`config.mk`:
```
export PLATFORM = sky130hd
export DESIGN_NAME = muldiv_hilo
export DESIGN_NICKNAME = d
export VERILOG_FILES = /design/src/rtl/muldiv_pkg.sv /design/src/rtl/muldiv_prep.sv /design/src/rtl/muldiv_step.sv /design/src/rtl/muldiv_fix.sv /design/src/rtl/muldiv_hilo.sv
export SDC_FILE = /design/constraint.sdc
export NUM_CORES = 1
export LEC_CHECK = 0
export BUFFER_PORTS_ARGS = -buffer_cell sky130_fd_sc_hd__buf_2
export CORE_MARGIN = 5
export CORE_UTILIZATION = 40
export DETAILED_ROUTE_END_ITERATION = 10
export GPL_TIMING_DRIVEN = 0
export PLACE_DENSITY_LB_ADDON = 0.05
export RECOVER_POWER = 25
export SLEW_MARGIN = 10
export SYNTH_ARGS = -nofsm -noshare
export SYNTH_HDL_FRONTEND = slang
export SYNTH_SLANG_ARGS = --single-unit
```
`constraint.sdc`:
```
create_clock -name clk -period 3.6 [get_ports clk]
set_input_delay 0.18 -clock clk [delete_from_list [all_inputs] [get_ports clk]]
set_output_delay 0.18 -clock clk [all_outputs]
set_load 0.03 [all_outputs]
```
`src/rtl/muldiv_pkg.sv`:
```
package muldiv_pkg;

    typedef enum logic [1:0] {
        OP_MULS = 2'b00,
        OP_MULU = 2'b01,
        OP_DIVS = 2'b10,
        OP_DIVU = 2'b11
    } md_op_e;

endpackage

```
`src/rtl/muldiv_prep.sv`:
```
module muldiv_prep #(
    parameter int W = 32
) (
    input  logic [1:0]   op_i,
    input  logic [W-1:0] a_i,
    input  logic [W-1:0] b_i,
    output logic [W-1:0] mag_a_o,
    output logic [W-1:0] mag_b_o,
    output logic         neg_main_o,
    output logic         neg_rem_o,
    output logic         div_zero_o
);
    logic is_signed, sa, sb;

    always_comb begin
        is_signed  = ~op_i[0];
        sa         = is_signed & a_i[W-1];
        sb         = is_signed & b_i[W-1];
        mag_a_o    = sa ? (~a_i + 1'b1) : a_i;
        mag_b_o    = sb ? (~b_i + 1'b1) : b_i;
        neg_main_o = sa ^ sb;
        neg_rem_o  = sa;
        div_zero_o = op_i[1] & (b_i == '0);
    end
endmodule

```
`src/rtl/muldiv_step.sv`:
```
module muldiv_step #(
    parameter int W = 32
) (
    input  logic           is_div_i,
    input  logic [2*W-1:0] p_i,
    input  logic [W-1:0]   m_i,
    output logic [2*W-1:0] p_o
);
    logic [W-1:0] hi, lo;
    logic [W:0]   sum, t, diff;

    always_comb begin
        hi   = p_i[2*W-1:W];
        lo   = p_i[W-1:0];
        sum  = {1'b0, hi} + (lo[0] ? {1'b0, m_i} : '0);
        t    = {hi, lo[W-1]};
        diff = t - {1'b0, m_i};
        if (!is_div_i) begin
            p_o = {sum, lo[W-1:1]};
        end else if (!diff[W]) begin
            p_o = {diff[W-1:0], lo[W-2:0], 1'b1};
        end else begin
            p_o = {t[W-1:0], lo[W-2:0], 1'b0};
        end
    end
endmodule

```
`src/rtl/muldiv_fix.sv`:
```
module muldiv_fix #(
    parameter int W = 32
) (
    input  logic           is_div_i,
    input  logic           neg_main_i,
    input  logic           neg_rem_i,
    input  logic           div_zero_i,
    input  logic [W-1:0]   raw_a_i,
    input  logic [2*W-1:0] p_i,
    output logic [W-1:0]   hi_o,
    output logic [W-1:0]   lo_o
);
    logic [2*W-1:0] prod;
    logic [W-1:0]   q, r;

    always_comb begin
        prod = neg_main_i ? (~p_i + 1'b1) : p_i;
        q    = neg_main_i ? (~p_i[W-1:0] + 1'b1) : p_i[W-1:0];
        r    = neg_rem_i ? (~p_i[2*W-1:W] + 1'b1) : p_i[2*W-1:W];
        if (!is_div_i) begin
            hi_o = prod[2*W-1:W];
            lo_o = prod[W-1:0];
        end else if (div_zero_i) begin
            hi_o = raw_a_i;
            lo_o = '1;
        end else begin
            hi_o = r;
            lo_o = q;
        end
    end
endmodule

```
`src/rtl/muldiv_hilo.sv`:
```
module muldiv_hilo #(
    parameter int W = 32
) (
    input  logic         clk,
    input  logic         rst_n,
    input  logic         start_i,
    input  logic [1:0]   op_i,
    input  logic [W-1:0] a_i,
    input  logic [W-1:0] b_i,
    output logic         busy_o,
    input  logic         rd_req_i,
    input  logic         rd_sel_i,
    output logic [W-1:0] rd_data_o,
    output logic         stall_o,
    input  logic         wr_en_i,
    input  logic         wr_sel_i,
    input  logic [W-1:0] wr_data_i
);
    import muldiv_pkg::*;

    localparam int CW = $clog2(W + 1);

    typedef struct packed {
        logic           busy;
        logic [CW-1:0]  cnt;
        logic           is_div;
        logic           neg_main;
        logic           neg_rem;
        logic           dz;
        logic [W-1:0]   raw_a;
        logic [W-1:0]   m;
        logic [2*W-1:0] p;
        logic [W-1:0]   hi;
        logic [W-1:0]   lo;
    } md_state_t;

    md_state_t      state_d, state_q;
    md_op_e         op_sel;
    logic [W-1:0]   mag_a, mag_b;
    logic           neg_main, neg_rem, div_zero;
    logic [2*W-1:0] p_next;
    logic [W-1:0]   fix_hi, fix_lo;

    assign op_sel = md_op_e'(op_i);

    muldiv_prep #(.W(W)) u_prep (
        .op_i       (op_sel),
        .a_i        (a_i),
        .b_i        (b_i),
        .mag_a_o    (mag_a),
        .mag_b_o    (mag_b),
        .neg_main_o (neg_main),
        .neg_rem_o  (neg_rem),
        .div_zero_o (div_zero)
    );

    muldiv_step #(.W(W)) u_step (
        .is_div_i (state_q.is_div),
        .p_i      (state_q.p),
        .m_i      (state_q.m),
        .p_o      (p_next)
    );

    muldiv_fix #(.W(W)) u_fix (
        .is_div_i   (state_q.is_div),
        .neg_main_i (state_q.neg_main),
        .neg_rem_i  (state_q.neg_rem),
        .div_zero_i (state_q.dz),
        .raw_a_i    (state_q.raw_a),
        .p_i        (state_q.p),
        .hi_o       (fix_hi),
        .lo_o       (fix_lo)
    );

    always_comb begin
        state_d = state_q;
        if (wr_en_i) begin
            if (wr_sel_i) state_d.hi = wr_data_i;
            else          state_d.lo = wr_data_i;
        end
        if (!state_q.busy) begin
            if (start_i) begin
                state_d.busy     = 1'b1;
                state_d.cnt      = CW'(W);
                state_d.is_div   = op_sel[1];
                state_d.neg_main = neg_main;
                state_d.neg_rem  = neg_rem;
                state_d.dz       = div_zero;
                state_d.raw_a    = a_i;
                state_d.m        = mag_b;
                state_d.p        = {{W{1'b0}}, mag_a};
            end
        end else if (state_q.cnt != '0) begin
            state_d.p   = p_next;
            state_d.cnt = state_q.cnt - 1'b1;
        end else begin
            state_d.hi   = fix_hi;
            state_d.lo   = fix_lo;
            state_d.busy = 1'b0;
        end
    end

    always_ff @(posedge clk) begin
        if (!rst_n) state_q <= '0;
        else        state_q <= state_d;
    end

    assign busy_o    = state_q.busy;
    assign rd_data_o = rd_sel_i ? state_q.hi : state_q.lo;
    assign stall_o   = rd_req_i & state_q.busy;

    AST_START_SETS_BUSY: assert property (@(posedge clk) disable iff (!rst_n)
        (start_i && !busy_o) |=> busy_o);

    AST_IGNORE_START: assert property (@(posedge clk) disable iff (!rst_n)
        (busy_o && state_q.cnt != '0) |=> (busy_o && state_q.cnt == $past(state_q.cnt) - 1'b1));

    AST_HOLD_RESULTS: assert property (@(posedge clk) disable iff (!rst_n)
        (busy_o && state_q.cnt != '0 && !wr_en_i) |=> ($stable(state_q.hi) && $stable(state_q.lo)));

    AST_FINISH: assert property (@(posedge clk) disable iff (!rst_n)
        (busy_o && state_q.cnt == '0) |=> !busy_o);

    AST_CNT_RANGE: assert property (@(posedge clk) disable iff (!rst_n)
        state_q.cnt <= CW'(W));

    AST_LOAD_LO: assert property (@(posedge clk) disable iff (!rst_n)
        (wr_en_i && !wr_sel_i && !busy_o) |=> (state_q.lo == $past(wr_data_i)));

    AST_STALL_READ: assert property (@(posedge clk) disable iff (!rst_n)
        (rd_req_i && busy_o) |-> stall_o);
endmodule

```
# After elaboration in Yosys (flattened, before gate mapping)
# Cells that the tools add are included.
# W data, S select, Z words.
[op_classes]
bitwise = 12
mux = 24
add_sub_neg = 8
n_reduce_logical = 5
eq_ne = 1
[ops]
columns = ["op", "count"]
rows = [
  ["$mux W64", 8],
  ["$mux W32", 12],
  ["$mux W139", 1],
  ["$add A32 B1 Y32 const B", 4],
  ["$not A32 Y32", 4],
  ["$add A64 B1 Y64 const B", 1],
  ["$not A64 Y64", 1],
  ["$add A32 B33 Y33", 1],
  ["$sub A33 B32 Y33", 1],
  ["$logic_not A32 Y1", 1],
  ["$mux W7", 1],
  ["$mux W6", 1],
  ["$reduce_bool A6 Y1", 1],
  ["$sub A6 B1 Y6 const B", 1],
  ["$and A1 B1 Y1", 4],
  ["$reduce_and A2 Y1", 2],
  ["$ne A2 B1 Y1 const B", 1],
  ["$not A1 Y1", 2],
  ["$reduce_bool A2 Y1", 1],
  ["$mux W1", 1],
  ["$xor A1 B1 Y1", 1],
]
[totals]
output_inout_bits = 34
in_bits = 105
ff_bits = 203
wordCells = 61

# Longest topological paths before layout
[logic_depth]
word_depth = 7
depth_mapped = 14
ltp_nobuf = 13

# Hierarchy
# A second synthesis with hierarchy kept.
[hier_totals]
hier_cells = 2436
area_unflattened_um2 = 18176.2
[by_module_without_submodules]
columns = ["module", "seq_area_each_um2", "instances", "cells_per_inst", "area_per_inst_um2"]
rows = [
  ["muldiv_hilo", 4063.9, 1, 1070, 9085.0],
  ["muldiv_step", 0.0, 1, 663, 4590.7],
  ["muldiv_fix", 0.0, 1, 487, 3096.7],
  ["muldiv_prep", 0.0, 1, 216, 1403.8],
]

# Worst setup path after synthesis
# No wires, ideal clock.
[synth_timing]
path_kind = "register to register"
start = "register state_q[64] (netlist bit)"
end = "register state_q[127] (netlist bit)"
t_arrival_ps = 2882
stages_incl_launch_ff = 15
path_buffers = 2
t_required_ps = 3483
slack_ps = 600
path_cell_list = "dfxtp_1 inv_1 clkbuf_1 nor2_1 ha_1 clkbuf_1 a21o_1 a311oi_1 o21ai_0 a221oi_1 a211oi_1 nor2_1 o21ai_0 o2bb2ai_1 a32o_1"
[synth_via]
elab_chain_cells = 5
[synth_lines]
columns = ["element", "line_no", "text"]
rows = [
  ["start: declaration", "muldiv_hilo.sv:37", "md_state_t state_d, state_q;"],
  ["start signal: assignment", "muldiv_hilo.sv:105", "else state_q <= state_d;"],
  ["$mux W32", "muldiv_step.sv:15", "sum = {1'b0, hi} + (lo[0] ? {1'b0, m_i} : '0);"],
  ["$add A32 B33 Y33", "muldiv_step.sv:15", ""],
  ["$mux W64", "muldiv_step.sv:18", "if (!is_div_i) begin"],
  ["$mux W64", "muldiv_hilo.sv:93", "end else if (state_q.cnt != '0) begin"],
  ["$mux W64", "muldiv_hilo.sv:81", "if (!state_q.busy) begin"],
]
# Every way passes these cells. The select of a mux whose other input is x is not followed.
# A chain may end at the register's enable or synchronous reset.

# Worst setup path in the final report
[layout_timing]
start = "register state_q[153] (netlist bit)"
end = "register state_q[96] (netlist bit)"
[layout_via]
elab_chain_cells = 5
[layout_lines]
columns = ["element", "line_no", "text"]
rows = [
  ["$sub A33 B32 Y33", "muldiv_step.sv:17", "diff = t - {1'b0, m_i};"],
  ["$mux W64", "muldiv_step.sv:20", "end else if (!diff[W]) begin"],
  ["$mux W64", "muldiv_step.sv:18", ""],
  ["$mux W64", "muldiv_hilo.sv:93", ""],
  ["$mux W64", "muldiv_hilo.sv:81", ""],
]
# Every way passes these cells. The select of a mux whose other input is x is not followed.

==> flow_summary_export.csv <==
group,metric,value,unit
layout,drive_above_1_share,12.42,%
synthesis,synthArstFlopShare,0,%
layout,antenna-diode-count,0,
pwr,powerDensity,396.8,nW/µm²
layout,multi_input_area,11700,µm²
place,dp_hpwl,58.44,mm
floorplan,coreArea,40920,µm²
place,place_area,17920,µm²
pwr,irDropWorstVdd,0.3376,mV
clock_network,clk_pin_slew,60,ps
pwr,p_int,4.980,mW
place,port_buffers,137,
synthesis,yosysTopAreaCell,"dfxtp_1",
setup_path,path_class,"reg2reg",
place,pre_cts_slack,-795.5,ps
sta,worstMarginPinSlew,976.0,ps
synthesis,netlist_area,16570,µm²
grt,grt_usage,31.65,%
sta,fin_crit,3508,ps
synthesis,syn_nets,2350,
synthesis,ys_ff_latch,203,
layout,nFillCells,4145,
pwr,total_power,7.861,mW
synthesis,synth_flop_cell,"dfxtp_1",
pwr,p_clk_share,35.7,%
layout,final_cells,2980,
synthesis,yosysTopAreaCellShare,24.52,%
place,gp_congestion,1.003,
sta,holdWs,15.98,ps
setup_path,cp.required,4030,ps
setup_path,path_max_fanout,9,
layout,area_delta_synth_final,19.55,%
clock_network,cts_num_sinks,203,
grt,grt_max_degree,14,
floorplan,start_util,40.49,%
floorplan,ioPinCount,139,
layout,final_area,19810,µm²
synthesis,synth_edf_count,0,
clock_network,cts_max_level,1,
route,via_count,18130,
worst_hold_path,hold_path.class,"in2reg",
sta,fmax,285.1,MHz
sta,skew,33.80,ps
setup_path,worstSetupEndpointType,"register",
layout,finalNetCount,2604,
place,dp_cells,2843,
sta,fin_crit_sh,97.44,%
clock_network,cts_tree,"built",
route,drt_wl_total,74.66,mm
route,dr.pass1.iters,6,
sta,setup_viol,0,
grt,antenna_found_initial,0,
sta,drv_slew,0,
synthesis,synthTopCellsByArea,"dfxtp_1 (25%), a21oi_1 (5.4%), xnor2_1 (5.3%)",
setup_path,startpoint_type,"register",
pwr,switching_power,2.882,mW
route,avgRoutedWirePerCell,25.05,µm
clock_network,root_buffer,"clkbuf_16",
floorplan,dieHeight,213.5,µm
synthesis,netlist_instances,2174,
synthesis,yosysSeqAreaShare,24.52,%
run,max-cap-violations,0,
pwr,swShare,36.65,%
status,status,"finished clean",
layout,seqCellArea,4071,µm²
grt,grt_pass1_wl,110.2,mm
synthesis,synthDistinctLibCells,88,
clock_network,clk_latency,570,ps
sta,rsz0062_at_grt,"no",
floorplan,die_w,213.5,µm
synthesis,avgSynthCellArea,7.622,µm²
pwr,pwr-share-seq,34.2,%
floorplan,num_rows,74,
route,postRouteAntennaNets,0,
grt,gr-total-overflow,0,
sta,finalSetupTns,0,ps
sta,slew_headroom,34.69,%
clock_network,clockBufferDepth,3,
setup_path,arrival,3940,ps
pwr,p_leak,7.870,nW
sta,fin_ws,92.07,ps
grt,grt_pass1_vias,17230,
synthesis,ys_warn_count,0,
route,drtIter0Drc,1944,
layout,fin_util,48.41,%
floorplan,die_area,45600,µm²
clock_network,numCtsBuffers,26,
route,drt_drc_violations_left,0,
sta,timing_hold_violations_final,0,
pwr,pwr-share-comb,30.1,%
route,vias_per_cell,6.084,
-- synth_stat cells, drive strengths merged (17+ instances only) --
cell	instances
clkbuf	131
xnor2	100
a22oi	18
o21ai	176
or3	28
nand2	216
nand3	79
a211oi	44
a311oi	25
nor4	19
ha	69
a31oi	19
nand2b	17
a21o	26
mux2i	80
xor2	78
o31ai	26
a221oi	45
a21oi	179
dfxtp	203
nor2	185
nor3	39
buf	27
mux2	75
inv	72
-- routing by layer --
metal	part of all wire, %	global-route usage, %
met1	46	47.02
met2	42	47.88
met3	9.2	5.633
met4	2.5	7.281
met5	0	0
-- power groups by stage --
stage | Sequential [mW] | Clock [mW] | Combinational (mW)
final | 2.69 | 2.81 | 2.37
after global routing | 2.70 | 2.91 | 2.53
after CTS | 2.67 | 2.83 | 2.31
after detailed placement | 2.72 | 0 | 2.22
after global placement | 2.71 | 0 | 2.21
after floorplan | 2.62 | 0 | 1.46
-- logic make-up (layout without fill, tap and decap cells) --
family | Yosys count | in the layout | synth area share, %
XOR/XNOR | 178 | 178 | 9.408
flip-flops | 203 | 203 | 24.52
AO/OA/AOI/OAI | 659 | 659 | 25.66
AND/OR/NAND/NOR | 677 | 677 | 19.60
multiplexers | 155 | 155 | 9.929
buffers and inverters | 231 | 505 | 5.421
adder cells (fa/ha/maj) | 71 | 71 | 5.452
-- layout make-up --
| type | instances | area share, % |
|---|---|---|
| Buffer | 158 | 3.316 |
| Inverter | 73 | 1.383 |
| Clock buffer | 33 | 3.619 |
| Sequential cell | 203 | 20.55 |
| Timing Repair Buffer | 226 | 7.718 |
| Tap cell | 532 | 3.360 |
| Clock inverter | 15 | 0.9790 |
| Multi-Input combinational cell | 1740 | 59.07 |
-- path summary, 6_finish.rpt --
| check | to | slack (ps) | start | depth (start not counted) |
|---|---|---|---|---|
| worst max-delay path | state_q[96] | 90 | state_q[153] | 12 |
| worst min-delay path | state_q[159] | 20 | op_i[0] | 3 |
| worst max register to register | state_q[96] | 90 | state_q[153] | 12 |
| worst min register to register | state_q[172] | 470 | state_q[172] | 2 |
-- critical path, stage by stage (launching register included) --
cell      delay, ps
dfxtp_1         300
inv_1           240
ha_1            300
clkbuf_1        220
a211oi_1        300
o21bai_1        110
a211oi_1        300
o31ai_2         120
or4_1           440
o211a_1         320
nand2_2         290
o21ai_0         120
a221o_1         320
-- sequential cells by signal, indices dropped and copies added (netlist names) --
register,cells
busy_o,1
state_q,202
-- layout by cell type, fill, tap and decap left out, types with 7 or more instances in the layout --
cell / count
a211oi_1: 43
a21o_1: 26
a21oi_1: 178
a221oi_1: 43
a22oi_1: 18
a311oi_1: 24
a31oi_1: 18
a32oi_1: 7
and2_1: 15
and3_1: 7
buf_1: 11
buf_2: 117
clkbuf_1: 156
clkbuf_16: 26
clkinv_2: 7
dfxtp_1: 199
dlygate4sd3_1: 84
ha_1: 69
inv_1: 70
mux2_2: 73
mux2i_1: 80
nand2_1: 215
nand2b_1: 17
nand3_1: 79
nand4_1: 9
nor2_1: 185
nor2b_1: 13
nor3_1: 36
nor4_1: 16
o211ai_1: 12
o21a_1: 13
o21ai_0: 166
o221ai_1: 8
o31ai_1: 23
or2_2: 7
or3_1: 28
or4_1: 9
xnor2_1: 100
xor2_1: 78
-- repair_timing --
| item | CTS | global route |
|---|---|---|
| resized for setup | 22 | 29 |
| setup endpoints to repair | 38 | 33 |
| endpoints found under the hold margin | 93 | 0 |
| setup buffers | 0 | 5 |
| hold buffers | 84 | 0 |
| pin swaps | 2 | 4 |
Note: power is estimated with default switching activity, not from simulation.
